--- config.mk ---
export PLATFORM = sky130hd
export DESIGN_NAME = slack_monitor
export DESIGN_NICKNAME = d
export VERILOG_FILES = /design/src/rtl/slk_pkg.sv /design/src/rtl/slk_frame_cnt.sv /design/src/rtl/slk_timer.sv /design/src/rtl/slk_out_stage.sv /design/src/rtl/slack_monitor.sv
export SDC_FILE = /design/constraint.sdc
export NUM_CORES = 1
export LEC_CHECK = 0
export BUFFER_PORTS_ARGS = -buffer_cell sky130_fd_sc_hd__buf_2
export CAP_MARGIN = 0
export CORE_MARGIN = 2
export CORE_UTILIZATION = 45
export DETAILED_ROUTE_END_ITERATION = 10
export HOLD_SLACK_MARGIN = 0.05
export PLACE_DENSITY_LB_ADDON = 0.2
export SYNTH_ARGS = -nofsm -noshare
export SYNTH_HDL_FRONTEND = slang
export SYNTH_HIERARCHICAL = 1
export SYNTH_SLANG_ARGS = --single-unit
--- constraint.sdc ---
create_clock -name clk -period 11.9 [get_ports clk]
set_clock_uncertainty 0.2 [all_clocks]
set_input_delay 0.595 -clock clk [delete_from_list [all_inputs] [get_ports clk]]
set_output_delay 0.595 -clock clk [all_outputs]
set_load 0.01 [all_outputs]
--- src/rtl/slk_pkg.sv ---
package slk_pkg;
  localparam int WORD_W = 36;
  localparam int CODE_W = 4;
  localparam int VAL_W  = WORD_W - CODE_W;

  typedef logic [CODE_W-1:0] code_t;
  typedef logic [WORD_W-1:0] word_t;

  localparam code_t C_OPEN0 = 4'b1111;
  localparam code_t C_OPEN1 = 4'b1010;
  localparam code_t C_CLOSE = 4'b1110;
  localparam code_t C_EMPTY = 4'b0000;
  localparam code_t C_WIDTH = 4'b0010;
  localparam code_t C_HEIGHT = 4'b0011;
  localparam code_t C_SLACK = 4'b0100;

  function automatic code_t code_of(input word_t w);
    return w[WORD_W-1:VAL_W];
  endfunction

  function automatic logic [VAL_W-1:0] value_of(input word_t w);
    return w[VAL_W-1:0];
  endfunction

  function automatic word_t make_word(input code_t c, input logic [VAL_W-1:0] v);
    return {c, v};
  endfunction
endpackage

--- src/rtl/slk_frame_cnt.sv ---
module slk_frame_cnt #(
  parameter int DIM_W = 14
) (
  input  logic             clk,
  input  logic             rst_n,
  input  logic             restart,
  input  logic             pix_fire,
  input  logic [DIM_W-1:0] width,
  input  logic [DIM_W-1:0] height,
  output logic             frame_end
);
  localparam logic [DIM_W-1:0] ONE = DIM_W'(1);

  logic [DIM_W-1:0] col_q, row_q;
  logic line_end;

  assign line_end  = pix_fire && (col_q == width - ONE);
  assign frame_end = line_end && (row_q == height - ONE);

  always_ff @(posedge clk) begin
    if (!rst_n || restart) begin
      col_q <= '0;
      row_q <= '0;
    end else if (pix_fire) begin
      if (line_end) begin
        col_q <= '0;
        row_q <= frame_end ? '0 : row_q + ONE;
      end else begin
        col_q <= col_q + ONE;
      end
    end
  end
endmodule

--- src/rtl/slk_timer.sv ---
module slk_timer #(
  parameter int SLK_W = 32
) (
  input  logic             clk,
  input  logic             rst_n,
  input  logic             frame_end,
  input  logic             fsync,
  output logic             running,
  output logic [SLK_W-1:0] count,
  output logic             have_slack,
  output logic [SLK_W-1:0] slack
);
  function automatic logic [SLK_W-1:0] sat_inc(input logic [SLK_W-1:0] x);
    return (&x) ? x : x + SLK_W'(1);
  endfunction

  always_ff @(posedge clk) begin
    if (!rst_n) begin
      running    <= 1'b0;
      count      <= '0;
      have_slack <= 1'b0;
      slack      <= '0;
    end else if (frame_end) begin
      running <= 1'b1;
      count   <= '0;
    end else if (running) begin
      if (fsync) begin
        slack      <= count;
        have_slack <= 1'b1;
        running    <= 1'b0;
      end else begin
        count <= sat_inc(count);
      end
    end
  end
endmodule

--- src/rtl/slk_out_stage.sv ---
module slk_out_stage #(
  parameter int W = 36
) (
  input  logic         clk,
  input  logic         rst_n,
  input  logic         in_valid,
  output logic         in_ready,
  input  logic [W-1:0] first_word,
  input  logic         add_second,
  input  logic [W-1:0] second_word,
  output logic         out_valid,
  input  logic         out_ready,
  output logic [W-1:0] out_data
);
  logic         can_load;
  logic         held_v;
  logic [W-1:0] held_q;

  assign can_load = out_ready || !out_valid;
  assign in_ready = can_load && !held_v;

  always_ff @(posedge clk) begin
    if (!rst_n) begin
      out_valid <= 1'b0;
      out_data  <= '0;
      held_v    <= 1'b0;
      held_q    <= '0;
    end else if (can_load) begin
      if (held_v) begin
        out_data  <= held_q;
        out_valid <= 1'b1;
        held_v    <= 1'b0;
      end else if (in_valid) begin
        out_data  <= first_word;
        out_valid <= 1'b1;
        if (add_second) begin
          held_q <= second_word;
          held_v <= 1'b1;
        end
      end else begin
        out_valid <= 1'b0;
      end
    end
  end
endmodule

--- src/rtl/slack_monitor.sv ---
module slack_monitor
  import slk_pkg::*;
#(
  parameter int DIM_W = 14,
  parameter int SLK_W = 32
) (
  input  logic              clk,
  input  logic              rst_n,
  input  logic              fsync,
  input  logic              in_valid,
  output logic              in_ready,
  input  logic [WORD_W-1:0] in_data,
  output logic              out_valid,
  input  logic              out_ready,
  output logic [WORD_W-1:0] out_data
);
  logic             in_fire;
  logic             in_header;
  logic             slack_seen;
  logic [DIM_W-1:0] width_q, height_q;
  code_t            in_code;
  logic             is_close, is_slack;
  logic             add_cond, repl_cond;
  logic             pix_fire, frame_end, header_done;
  logic             tmr_run, slk_vld;
  logic [SLK_W-1:0] tmr_cnt, slk_val;
  logic [VAL_W-1:0] slk_ext;
  word_t            first_word;

  assign in_fire     = in_valid && in_ready;
  assign in_code     = code_of(in_data);
  assign is_close    = in_header && (in_code == C_CLOSE);
  assign is_slack    = in_header && (in_code == C_SLACK);
  assign slk_ext     = VAL_W'(slk_val);
  assign add_cond    = is_close && !slack_seen && slk_vld;
  assign repl_cond   = is_slack && slk_vld && (value_of(in_data) > slk_ext);
  assign first_word  = (add_cond || repl_cond) ? make_word(C_SLACK, slk_ext) : in_data;
  assign pix_fire    = in_fire && !in_header;
  assign header_done = in_fire && is_close;

  always_ff @(posedge clk) begin
    if (!rst_n) begin
      in_header  <= 1'b1;
      slack_seen <= 1'b0;
      width_q    <= DIM_W'(1);
      height_q   <= DIM_W'(1);
    end else begin
      if (header_done) begin
        in_header  <= 1'b0;
        slack_seen <= 1'b0;
      end else if (frame_end) begin
        in_header <= 1'b1;
      end
      if (in_fire && is_slack) slack_seen <= 1'b1;
      if (in_fire && in_header && in_code == C_WIDTH)  width_q  <= in_data[DIM_W-1:0];
      if (in_fire && in_header && in_code == C_HEIGHT) height_q <= in_data[DIM_W-1:0];
    end
  end

  slk_frame_cnt #(.DIM_W(DIM_W)) u_frame (
    .clk(clk), .rst_n(rst_n), .restart(header_done), .pix_fire(pix_fire),
    .width(width_q), .height(height_q), .frame_end(frame_end)
  );

  slk_timer #(.SLK_W(SLK_W)) u_timer (
    .clk(clk), .rst_n(rst_n), .frame_end(frame_end), .fsync(fsync),
    .running(tmr_run), .count(tmr_cnt), .have_slack(slk_vld), .slack(slk_val)
  );

  slk_out_stage #(.W(WORD_W)) u_out (
    .clk(clk), .rst_n(rst_n), .in_valid(in_valid), .in_ready(in_ready),
    .first_word(first_word), .add_second(add_cond), .second_word(in_data),
    .out_valid(out_valid), .out_ready(out_ready), .out_data(out_data)
  );
endmodule


==> flow_summary_export.csv <==
group,metric,value,unit
yosys,synthCells,1241,
floorplanning,rows,57,
worst_setup_path,crit_path_max_incr_delay,1.06,ns
floorplanning,initial_core_util,45.7,%
floorplanning,die_w,161,microns
flow_run,cap_violations,0,
global_route,grt_pass1_wl,44.1,mm
power_and_ir_drop,ir_drop,76.5,uV
global_route,grt_pass1_vias,8338,
drt,drc,0,
sta,slew_viol_final,0,
yosys,synth_seq_area_share,35.8,%
floorplanning,die_h,161,microns
worst_setup_path,path_max_fanout,32,
placed_design,port_buffers,78,
cts,hold_buffers,0,
cts,numCtsBuffers,17,
cts,cts_max_path_buffers,2,
global_route,grt_start_max_net_pins,81,
drt,wl_per_cell,16.9,microns
worst_setup_path,timing.rr.end,"u_timer/slack[15]$_SDFFE_PN0P_",
drt,dr.first_iter.drc_count,644,
yosys,synth_edf_count,0,
placed_design,dpl_worst_slack,7.03,ns
worst_setup_path,crit_top_cell,"nand3_1",
yosys,yosysTopAreaCell,"dfxtp_1",
yosys,synth_fp_nets,1319,
worst_setup_path,timing.reg2reg.setup_slack,7.05,ns
yosys,yosysUniqueCellTypes,76,
sta,rsz0062_at_grt,"no",
global_route,grt.total_usage,21.1,%
sta,relSlewSlack,19.2,%
yosys,synth.top_cells.by_area,"dfxtp_1 (36%), mux2i_1 (9.0%), nand2_1 (6.2%)",
final_layout,area_growth,10.1,%
worst_setup_path,worstPathArrival,5.00,ns
final_layout,drive_gt1_share,14.0,%
yosys,ys.flop_type,"dfxtp_1",
drt,vias_per_cell,5.61,
sta,worst_slack,7.05,ns
cts,cts-root-buf,"clkbuf_16",
worst_setup_path,worstRegToRegCells,11,
final_layout,regArea,0.00397,sq mm
sta,fmax,206,MHz
cts,clkSinkCount,198,
drt,vias,9065,
yosys,ys_seq_elements,198,
yosys,synth_top_area_share,35.8,%
worst_setup_path,critPathCapture,"u_timer/slack[15]$_SDFFE_PN0P_",
placed_design,gp_congestion,0.856,
cts,clk_pin_slew,0.08,ns
status,outcome,"finished, final reports clean",
floorplanning,io_pins,79,
cts,cts_resized,0,
placed_design,place_area,0.0116,sq mm
worst_setup_path,worstPathRequired,12.05,ns
sta,worstMarginPinSlew,1.20,ns
worst_setup_path,criticalPathCategory,"flop to flop",
worst_hold_path,hp-class,"primary input to flop",
drt,postRouteAntennaNets,0,
worst_setup_path,crit_slowest_cell,"nor4_1",
worst_setup_path,r2r-start,"width_q[0]$_SDFFE_PN1P_",
cts,cts_tree,"yes",
worst_setup_path,path_cells,"inv_1 > ha_1 > nor4b_2 > nand3_1 > or4_1 > o2111ai_1 > nand3_1 > nor4_1 > or2_2 > nand2_1 > a21boi_0",
final_layout,finalInstanceArea,0.0122,sq mm
final_layout,fin_nets,1356,
final_layout,multi_input_area,0.00655,sq mm
sta,finalHoldViolCount,0,
yosys,avgSynthCellArea,8.92,sq um
final_layout,antenna_cells,0,
drt,dr.pass1.iters,7,
cts,cts_setup_buffers,0,
drt,routed_wl,27.3,mm
worst_setup_path,crit_start,"width_q[0]$_SDFFE_PN1P_",
cts,cts_max_level,4,
floorplanning,core,0.0242,sq mm
yosys,synthArstFlopShare,0,%
worst_setup_path,cp.depth,11,
worst_setup_path,endpoint_kind,"flop",
cts,clk_latency,0.43,ns
global_route,overflow,0,
sta,setup_violations,0,
sta,fin_tns_setup,0,ns
worst_setup_path,start_kind,"flop",
floorplanning,fp.dieArea,0.0259,sq mm
power_and_ir_drop,powerDensity,116,mW/mm^2
final_layout,fill_cells,2314,
worst_setup_path,critical_path.top_delay_family,"simple AND/OR/NAND/NOR gates",
sta,min_period,4.85,ns
yosys,netlist_area,0.0111,sq mm
power_and_ir_drop,p_leak,4.76,nW
sta,post-route-period-util,40.7,%
placed_design,dp_hpwl,19.5,mm
worst_setup_path,critPathBufInv,1,
yosys,yosys_warnings,6,
sta,timing.hold.ws,0.234,ns
global_route,antenna_found_initial,0,
-- worst register-to-register path: cells and delay by family, from the launching register on --
family          cells  cell delay [ns]
simple gates        7             3.40
compound gates      2             0.39
flops               1             0.37
fa+ha+maj           1             0.32
buf+inv             1             0.08
-- final cells by class --
cell class	count	share of cell area, %
multi-input combinational	925	53.7
sequential	198	32.5
timing repair buffer	89	3.90
clock buffer	18	3.60
tap	324	3.33
clock inverter	14	1.52
inverter	47	1.45
-- sequential cells by signal (all words and copies together), names as in the netlist --
register            flops
u_frame/row_q          14
u_out/held_v            1
u_timer/have_slack      1
u_timer/slack          32
height_q               14
u_frame/col_q          14
in_header               1
u_timer/running         1
slack_seen              1
width_q                14
u_out/out_valid         1
u_out/out_data         36
u_timer/count          32
u_out/held_q           36
-- layout by cell type, fill, tap and decap left out, types with 22 or more instances in the layout --
master    Yosys  layout
dfxtp_1     198     197
nand2_1     184     184
mux2i_1     100     100
buf_2         5      77
nand3_1      68      68
nor2_1       52      51
inv_1        47      47
a21oi_1      41      41
xnor2_1      38      38
o211a_1      38      38
ha_1         37      37
nor2b_1      35      35
a21boi_0     33      33
mux2_4       29      29
nand4_1      28      28
o21ai_0      24      24
xor2_1       22      22
-- logic make-up after synthesis --
kind of cell | after synthesis | share of synthesized area, %
compound gates | 206 | 14.1
xor+xnor | 60 | 4.75
fa+ha+maj | 37 | 4.18
buf+inv | 118 | 5.17
flops | 198 | 35.8
mux | 132 | 13.3
simple gates | 490 | 22.8
-- cells in the mapped netlist, drive strengths merged (3+ instances only) --
| cell type | count |
|---|---|
| inv | 47 |
| a31oi | 8 |
| nand4 | 29 |
| and2 | 6 |
| a21boi | 33 |
| nand2b | 9 |
| nand3 | 68 |
| a211oi | 4 |
| or3 | 16 |
| xor2 | 22 |
| xnor2 | 38 |
| mux2 | 32 |
| nor2 | 52 |
| mux2i | 100 |
| o211ai | 8 |
| or4 | 20 |
| nor2b | 35 |
| o31ai | 11 |
| dfxtp | 198 |
| o21a | 3 |
| o211a | 38 |
| o21ai | 25 |
| a211o | 3 |
| a21o | 4 |
| clkbuf | 45 |
| nand2 | 184 |
| nand4b | 7 |
| buf | 26 |
| and3 | 11 |
| a21oi | 41 |
| or2 | 6 |
| a2111oi | 7 |
| ha | 37 |
| nor4b | 4 |
| nor3 | 17 |
| nor4 | 16 |
-- through the flow --
stage	utilization, %	cells	power, mW
detailed placement	47.7	1583	0.812
CTS	50.3	1615	1.43
global route	50.3	1615	1.47
global placement	47.7	1583	0.810
floorplan	-	1241	0.770
finish	50.3	1615	1.41
-- report_power, final --
group | total (mW) | switching, mW | internal, mW
clock network | 0.618 | 0.274 | 0.344
logic | 0.116 | 0.0668 | 0.0490
registers | 0.681 | 0.00740 | 0.673
-- worst min-delay path by stage --
stage	slack (ns)	cells after the start	to	start
after floorplan	0.23	2	u_out/held_q[0]$_SDFFE_PN0P_	u_out/held_q[0]$_SDFFE_PN0P_
after global placement	0.24	2	u_out/held_q[10]$_SDFFE_PN0P_	u_out/held_q[10]$_SDFFE_PN0P_
after detailed placement	0.25	2	u_out/held_q[35]$_SDFFE_PN0P_	u_out/held_q[35]$_SDFFE_PN0P_
after CTS	0.22	3	u_out/held_q[18]$_SDFFE_PN0P_	in_data[18]
after global routing	0.23	3	u_out/held_q[18]$_SDFFE_PN0P_	in_data[18]
final	0.23	3	u_out/held_q[22]$_SDFFE_PN0P_	in_data[22]
-- metal layers --
layer	routed length, microns	share of wire (%)	vias up	track usage [%]
met2	11700	43	205	32.1
met1	14100	52	4321	31.3
met4	293	1.1	0	4.67
met5	0	0	-	0
met3	1160	4.3	25	3.23
li1	-	-	4514	-
(Power assumes the default switching activity.)
